## src/rtl/trs_pkg.sv

```systemverilog
package trs_pkg;

    // recovery controller phases
    typedef enum logic [1:0] {
        ST_RUN     = 2'd0,
        ST_FLUSH   = 2'd1,
        ST_REISSUE = 2'd2
    } trs_state_e;

    // number of copies of the second section (main + shadow)
    localparam int unsigned SEC2_COPIES = 2;
    localparam int unsigned SEC2_MAIN   = 0;
    localparam int unsigned SEC2_SHADOW = 1;

endpackage

```

## src/rtl/trs_sec1.sv

```systemverilog
module trs_sec1 #(
    parameter int unsigned W = 16
) (
    input  logic [W-1:0] din,
    output logic [W-1:0] mid
);
    localparam int unsigned H = W / 2;

    logic [W-1:0] rot;

    always_comb begin
        rot = {din[H-1:0], din[W-1:H]};
        mid = din + rot;
    end
endmodule

```

## src/rtl/trs_sec2.sv

```systemverilog
module trs_sec2 #(
    parameter int unsigned W   = 16,
    parameter logic [W-1:0] KEY = 16'hA5C3
) (
    input  logic [W-1:0] mid,
    output logic [W-1:0] res
);
    logic [W-1:0] tri_v;

    always_comb begin
        tri_v = (mid << 1) + mid;
        res   = tri_v ^ KEY;
    end
endmodule

```

## src/rtl/trs_ce_div.sv

```systemverilog
module trs_ce_div #(
    parameter int unsigned SLOW_DIV = 2
) (
    input  logic clk,
    input  logic rst_n,
    input  logic slow_q,
    output logic ce
);
    localparam int unsigned CW = (SLOW_DIV > 2) ? $clog2(SLOW_DIV) : 1;
    localparam logic [CW-1:0] LAST = CW'(SLOW_DIV - 1);

    logic [CW-1:0] cnt_d, cnt_q;

    always_comb begin
        ce = !slow_q || (cnt_q == LAST);
        if (!slow_q) begin
            cnt_d = '0;
        end else if (cnt_q == LAST) begin
            cnt_d = '0;
        end else begin
            cnt_d = cnt_q + 1'b1;
        end
    end

    always_ff @(posedge clk or negedge rst_n) begin
        if (!rst_n) begin
            cnt_q <= '0;
        end else begin
            cnt_q <= cnt_d;
        end
    end
endmodule

```

## src/rtl/trs_stage.sv

```systemverilog
module trs_stage
    import trs_pkg::*;
#(
    parameter int unsigned DATA_W      = 16,
    parameter logic [DATA_W-1:0] SEC2_KEY = 16'hA5C3,
    parameter int unsigned SLOW_DIV    = 2,
    parameter int unsigned RECOVER_OPS = 4,
    parameter int unsigned FCNT_W      = 4
) (
    input  logic              clk,
    input  logic              rst_n,
    input  logic              in_valid,
    input  logic [DATA_W-1:0] in_data,
    input  logic              fault_inj,
    output logic              in_ready,
    output logic              out_valid,
    output logic [DATA_W-1:0] out_data,
    output logic              retry,
    output logic              flush,
    output logic              slow_mode,
    output logic [FCNT_W-1:0] fault_count
);
    localparam int unsigned OKW = $clog2(RECOVER_OPS + 1);
    localparam logic [OKW-1:0] OK_LAST = OKW'(RECOVER_OPS - 1);
    localparam logic [DATA_W-1:0] INJ_MASK = DATA_W'(1);

    typedef struct packed {
        trs_state_e        state;
        logic              a_vld;
        logic [DATA_W-1:0] a_in;
        logic [DATA_W-1:0] a_x;
        logic [DATA_W-1:0] a_main;
        logic [DATA_W-1:0] rep;
        logic              out_vld;
        logic [DATA_W-1:0] out_data;
        logic              retry;
        logic              flush;
        logic              slow;
        logic [OKW-1:0]    ok_cnt;
        logic [FCNT_W-1:0] fcnt;
    } regs_t;

    regs_t q, d;

    logic              ce;
    logic [DATA_W-1:0] src;
    logic [DATA_W-1:0] mid;
    logic [DATA_W-1:0] main_cap;
    logic              mismatch;
    logic              take_new;
    logic [DATA_W-1:0] s2_in  [SEC2_COPIES];
    logic [DATA_W-1:0] s2_out [SEC2_COPIES];

    // clock-enable divider: full rate or one enable in SLOW_DIV clocks
    trs_ce_div #(
        .SLOW_DIV (SLOW_DIV)
    ) ce_div_i (
        .clk    (clk),
        .rst_n  (rst_n),
        .slow_q (q.slow),
        .ce     (ce)
    );

    // first section feeds the main copy of the second section
    assign src = (q.state == ST_REISSUE) ? q.rep : in_data;

    trs_sec1 #(
        .W (DATA_W)
    ) sec1_i (
        .din (src),
        .mid (mid)
    );

    // main and shadow copies of the second section
    assign s2_in[SEC2_MAIN]   = mid;
    assign s2_in[SEC2_SHADOW] = q.a_x;

    for (genvar g = 0; g < SEC2_COPIES; g++) begin : g_sec2
        trs_sec2 #(
            .W   (DATA_W),
            .KEY (SEC2_KEY)
        ) sec2_i (
            .mid (s2_in[g]),
            .res (s2_out[g])
        );
    end

    assign main_cap = fault_inj ? (s2_out[SEC2_MAIN] ^ INJ_MASK) : s2_out[SEC2_MAIN];
    assign mismatch = q.a_vld && (q.a_main != s2_out[SEC2_SHADOW]);
    assign in_ready = ce && (q.state == ST_RUN) && !mismatch;
    assign take_new = in_ready && in_valid;

    always_comb begin
        d         = q;
        d.out_vld = 1'b0;
        d.retry   = 1'b0;
        d.flush   = 1'b0;

        if (ce) begin
            d.a_vld = 1'b0;

            // late compare of the operation captured on the previous enable
            if (q.a_vld) begin
                if (mismatch) begin
                    d.retry  = 1'b1;
                    d.slow   = 1'b1;
                    d.ok_cnt = '0;
                    d.rep    = q.a_in;
                    d.state  = ST_FLUSH;
                    if (q.fcnt != '1) begin
                        d.fcnt = q.fcnt + 1'b1;
                    end
                end else begin
                    d.out_vld  = 1'b1;
                    d.out_data = q.a_main;
                    if (q.slow) begin
                        if (q.ok_cnt == OK_LAST) begin
                            d.slow   = 1'b0;
                            d.ok_cnt = '0;
                        end else begin
                            d.ok_cnt = q.ok_cnt + 1'b1;
                        end
                    end
                end
            end

            unique case (q.state)
                ST_FLUSH: begin
                    d.flush = 1'b1;
                    d.a_vld = 1'b0;
                    d.state = ST_REISSUE;
                end
                ST_REISSUE: begin
                    d.a_vld  = 1'b1;
                    d.a_in   = src;
                    d.a_x    = mid;
                    d.a_main = main_cap;
                    d.state  = ST_RUN;
                end
                default: begin
                    if (take_new) begin
                        d.a_vld  = 1'b1;
                        d.a_in   = src;
                        d.a_x    = mid;
                        d.a_main = main_cap;
                    end
                end
            endcase
        end
    end

    always_ff @(posedge clk or negedge rst_n) begin
        if (!rst_n) begin
            q.state    <= ST_RUN;
            q.a_vld    <= 1'b0;
            q.a_in     <= '0;
            q.a_x      <= '0;
            q.a_main   <= '0;
            q.rep      <= '0;
            q.out_vld  <= 1'b0;
            q.out_data <= '0;
            q.retry    <= 1'b0;
            q.flush    <= 1'b0;
            q.slow     <= 1'b0;
            q.ok_cnt   <= '0;
            q.fcnt     <= '0;
        end else begin
            q <= d;
        end
    end

    assign out_valid   = q.out_vld;
    assign out_data    = q.out_data;
    assign retry       = q.retry;
    assign flush       = q.flush;
    assign slow_mode   = q.slow;
    assign fault_count = q.fcnt;

endmodule

```

## config.mk

```make
export PLATFORM = sky130hd
export DESIGN_NAME = trs_stage
export DESIGN_NICKNAME = d
export VERILOG_FILES = /design/src/rtl/trs_pkg.sv /design/src/rtl/trs_sec1.sv /design/src/rtl/trs_sec2.sv /design/src/rtl/trs_ce_div.sv /design/src/rtl/trs_stage.sv
export SDC_FILE = /design/constraint.sdc
export NUM_CORES = 1
export LEC_CHECK = 0
export ABC_AREA = 1
export BUFFER_PORTS_ARGS = -buffer_cell sky130_fd_sc_hd__clkbuf_2
export CORE_ASPECT_RATIO = 2
export CORE_MARGIN = 2
export CORE_UTILIZATION = 65
export CTS_CLUSTER_DIAMETER = 30
export DETAILED_ROUTE_END_ITERATION = 8
export PLACE_DENSITY = 0.85
export SLEW_MARGIN = 20
export SYNTH_ARGS = -nofsm -noshare
export SYNTH_HDL_FRONTEND = slang
export SYNTH_HIERARCHICAL = 1
export SYNTH_SLANG_ARGS = --single-unit
```

## constraint.sdc

```tcl
create_clock -name clk -period 7.66 [get_ports clk]
set_input_delay 0.766 -clock clk [delete_from_list [all_inputs] [get_ports clk]]
set_output_delay 0.766 -clock clk [all_outputs]
set_load 0.02 [all_outputs]
```

==> out/results.tsv <==
stage	metric	value	unit
run_status	result of the run	finished, final reports clean	
place	final RePlAce weighted congestion	0.9764	
timing	setup TNS	0	ps
logic_synthesis	main combinational cell family by area after synthesis	simple AND/OR/NAND/NOR gates	
logic_synthesis	adder and majority gate portion of the synthesized area	8.229	%
final_layout	most common cell after layout, fill and taps aside	sky130_fd_sc_hd__nand2_1	
logic_synthesis	mean cell area of the mapped netlist	6.552	µm²
die	Boundary Pins	45	
detailed_routing	DRC	0	
timing	Least-Margin Pin Slew	919.3	ps
critical_path	Slowest cell on crit path	sky130_fd_sc_hd__ha_1	
critical_path	Most common cell on crit path	sky130_fd_sc_hd__nand2_1	
die	Cell Rows	54	
detailed_routing	total number of vias	6602	
timing	final hold slack	335.8	ps
clock_tree	CTS root buffer	sky130_fd_sc_hd__clkbuf_16	
critical_path	class of the most critical setup path	reg -> reg	
die	initial standard-cell utilization of the core	65.82	%
timing	final hold viol count	0	
run	maxcap violations	0	
logic_synthesis	synthesized-area fraction occupied by xor and xnor cells	2.831	%
logic_synthesis	Simple-Gate Fraction of Synth Area	37.65	%
timing	worst setup skew after layout	13.33	ps
clock_tree	post_cts resized	0	
critical_path	depth of the worst register-to-register path	24	
critical_path	delay contributed by the slowest stage of the critical path	560	ps
critical_path	Critical path origin	q[92]$_DFFE_PN0P_	
detailed_routing	DRT Wirelength	17200	µm
clock_tree	clock buffers created by TritonCTS	9	
critical_path	number of buffer and inverter stages on the critical path	4	
logic_synthesis	syn nets	1151	
detailed_routing	detail-routed net length per standard cell	13.83	µm
critical_path	CP Depth	24	
global_routing	vias in the first global route	6668	
final_layout	combined area of the multi-input logic cells	3850	µm²
timing	RSZ-0062 raised after global routing	false	
global_routing	initial antenna violation count	0	
logic_synthesis	register area share after synthesis	33.41	%
critical_path	dominant delay contributor by cell family on the critical path	adder cells	
detailed_routing	routed via count divided by cell count	5.307	
detailed_routing	violation count after the first detailed-route iteration	296	
clock_tree	buffer count from post-CTS setup fixing	0	
place	number of buffer cells added on primary ports	44	
detailed_routing	number of iterations in the first detailed-routing pass	5	
place	dpl hpwl	13270	µm
logic_synthesis	warnings from Yosys	6	
place	post-placement setup slack	3334	ps
logic_synthesis	cell type contributing the most total cell area after synthesis	sky130_fd_sc_hd__dfrtp_1	
global_routing	first-pass GRT wire length	28690	µm
logic_synthesis	portion of synthesized cell area occupied by the leading cell type	33.41	%
timing	relative slew slack	38.49	%
final_layout	nets	1164	
logic_synthesis	Cell variety after synth	33	
logic_synthesis	top cells by area in the synthesized netlist	sky130_fd_sc_hd__dfrtp_1 33%, sky130_fd_sc_hd__nand2_1 26%, sky130_fd_sc_hd__inv_1 7.9%, sky130_fd_sc_hd__ha_1 7.4%, sky130_fd_sc_hd__nand3_1 4.6%	
final_layout	total inserted antenna cells	0	
critical_path	reg-to-reg setup timing slack	3210	ps
die	y dimension of the die	152.0	µm
hold_path	worst min-delay path class	in -> async	
clock_tree	number of H-tree branching levels	3	
timing	Min Clock Period, post-route	4454	ps
final_layout	area added between synthesis and finish	6.401	%
detailed_routing	count of antenna-violating nets left after detailed routing	0	
clock_tree	worst-skew pair later-pin latency	360	ps
final_layout	share of post-route cells with drive strength above 1	10.14	%
critical_path	startpoint of the lowest-slack register-to-register path	q[92]$_DFFE_PN0P_	
timing	Final period util	58.14	%
global_routing	pin count of the biggest net entering global routing	64	
critical_path	biggest fanout along the worst timing path	20	
global_routing	GR Util All Layers	30.54	%
clock_tree	quantity of hold-fixing buffers added after cts	0	
final_layout	Seq. cell area	2377	µm²
die	area of the die	11850	µm²
critical_path	Critical Path RT	7890	ps
critical_path	Worst setup endpoint	q[57]$_DFFE_PN0P_	
timing	maximum clock frequency	224.5	MHz
timing	Final setup violation count	0	
clock_tree	maximum number of buffers from clock root to sink	2	
critical_path	data arrival time at the worst-slack endpoint	4690	ps
critical_path	endpoint of the worst-slack reg-to-reg timing path	q[57]$_DFFE_PN0P_	
critical_path	series of cell instances along the critical path	inv_1, ha_1, inv_1, nand2_1, nand2_1, ha_1, fa_1, inv_1, nand2_1, inv_1, nand2_1, nand2_1, nand2_1, ha_1, nand2_1, nand2_1, nand2_1, nand2_1, a21oi_1, nand2_1, nand2_1, nand2_1, nand3_1, nand2_1	
logic_synthesis	post-synthesis instance total	1086	
critical_path	startpoint type of the worst setup path	flip-flop	
clock_tree	post-CTS clock slew at the launch and capture registers of the worst setup and hold paths	80	ps
global_routing	GRT Residual Overflow	0	
final_layout	most used cells in the layout excluding fill and tap cells	497 x sky130_fd_sc_hd__nand2_1, 149 x sky130_fd_sc_hd__inv_1, 95 x sky130_fd_sc_hd__dfrtp_1	
die	die boundary width	77.99	µm
clock_tree	clock tree from TritonCTS	built	
die	Core Area	10810	µm²
logic_synthesis	complex-gate fraction of the synthesized area	5.363	%
logic_synthesis	register bit count reported by yosys	95	
timing	crit path setup slack, layout	3206	ps
timing	Final Slew Violations	0	
critical_path	sort of element at the end of the critical path	flip-flop	
clock_tree	clock tree sinks	95	
logic_synthesis	post-synth design cell area	7116	µm²
final_layout	fillers	931	
logic_synthesis	multiplexer area fraction after synthesis	0	%
-- final cells by class --
class | count | area share, %
inverters | 165 | 8.180
clock inverters | 6 | 0.9585
clock buffers | 10 | 3.157
repair buffers | 46 | 3.140
multi-input cells | 782 | 50.85
well taps | 140 | 2.314
flip-flops and latches | 95 | 31.40
-- through the flow --
stage | instance area, µm² | utilization [%] | instances
after CTS | 7571 | 70.03 | 1244
after floorplan | 7116 | - | 1086
final | 7571 | 70.03 | 1244
after global placement | 7259 | 67.15 | 1228
after detailed placement | 7259 | 67.15 | 1228
after global routing | 7571 | 70.03 | 1244
-- cell usage after synthesis (all sizes together) --
| master | count |
|---|---|
| dfrtp | 95 |
| buf | 32 |
| nor2 | 54 |
| xor2 | 14 |
| nand2 | 515 |
| nand4 | 4 |
| clkbuf | 12 |
| clkinv | 1 |
| ha | 42 |
| o21ai | 23 |
| a21boi | 1 |
| fa | 3 |
| nor3 | 4 |
| nand3 | 70 |
| xnor2 | 9 |
| a21oi | 21 |
| nand3b | 2 |
| or2 | 4 |
| inv | 164 |
| o21bai | 16 |
-- worst min-delay path by stage --
| stage | endpoint | slack (ps) | from |
|---|---|---|---|
| global placement | ce_div_i/cnt_q$_DFF_PN0_ | 430 | ce_div_i/cnt_q$_DFF_PN0_ |
| finish | out_data[3]$_DFFE_PN0P_ | 340 | rst_n |
| floorplan | ce_div_i/cnt_q$_DFF_PN0_ | 410 | ce_div_i/cnt_q$_DFF_PN0_ |
| detailed placement | ce_div_i/cnt_q$_DFF_PN0_ | 430 | ce_div_i/cnt_q$_DFF_PN0_ |
| CTS | out_data[15]$_DFFE_PN0P_ | 350 | rst_n |
| global route | out_data[3]$_DFFE_PN0P_ | 360 | rst_n |
-- cell families (layout without fill, tap and decap cells) --
family / after synthesis / count (layout)
AND/OR/NAND/NOR: 653 / 653
AO/OA/AOI/OAI: 61 / 61
XOR/XNOR: 23 / 23
buffers and inverters: 209 / 227
adder cells (fa/ha/maj): 45 / 45
flip-flops: 95 / 95
-- worst reg2reg max path, stage by stage, from the launching register on --
cell	delay, ps
sky130_fd_sc_hd__dfrtp_1	430
sky130_fd_sc_hd__inv_1	110
sky130_fd_sc_hd__ha_1	560
sky130_fd_sc_hd__inv_1	520
sky130_fd_sc_hd__nand2_1	210
sky130_fd_sc_hd__nand2_1	80
sky130_fd_sc_hd__ha_1	240
sky130_fd_sc_hd__fa_1	470
sky130_fd_sc_hd__inv_1	100
sky130_fd_sc_hd__nand2_1	80
sky130_fd_sc_hd__inv_1	100
sky130_fd_sc_hd__nand2_1	60
sky130_fd_sc_hd__nand2_1	60
sky130_fd_sc_hd__nand2_1	130
sky130_fd_sc_hd__ha_1	420
sky130_fd_sc_hd__nand2_1	90
sky130_fd_sc_hd__nand2_1	80
sky130_fd_sc_hd__nand2_1	70
sky130_fd_sc_hd__nand2_1	50
sky130_fd_sc_hd__a21oi_1	160
sky130_fd_sc_hd__nand2_1	70
sky130_fd_sc_hd__nand2_1	70
sky130_fd_sc_hd__nand2_1	50
sky130_fd_sc_hd__nand3_1	70
sky130_fd_sc_hd__nand2_1	60
-- per-layer routing --
| layer | part of all wire [%] | track usage (%) | up-vias |
|---|---|---|---|
| met5 | 0 | 0 | - |
| met4 | 9.3 | 26.32 | 0 |
| met3 | 3.0 | 5.285 | 99 |
| met2 | 54 | 56.94 | 187 |
| met1 | 34 | 26.75 | 3014 |
| li1 | - | - | 3302 |
-- state kept, by name, summed over array words and instances, names as in the netlist --
signal / count
fault_count: 4
out_data: 16
ce_div_i/cnt_q: 1
out_valid: 1
retry: 1
flush: 1
slow_mode: 1
q: 70
Power is left out: the tool's default activity adds up to more than one toggle a clock period on the data nets, which glitch-free logic cannot reach.
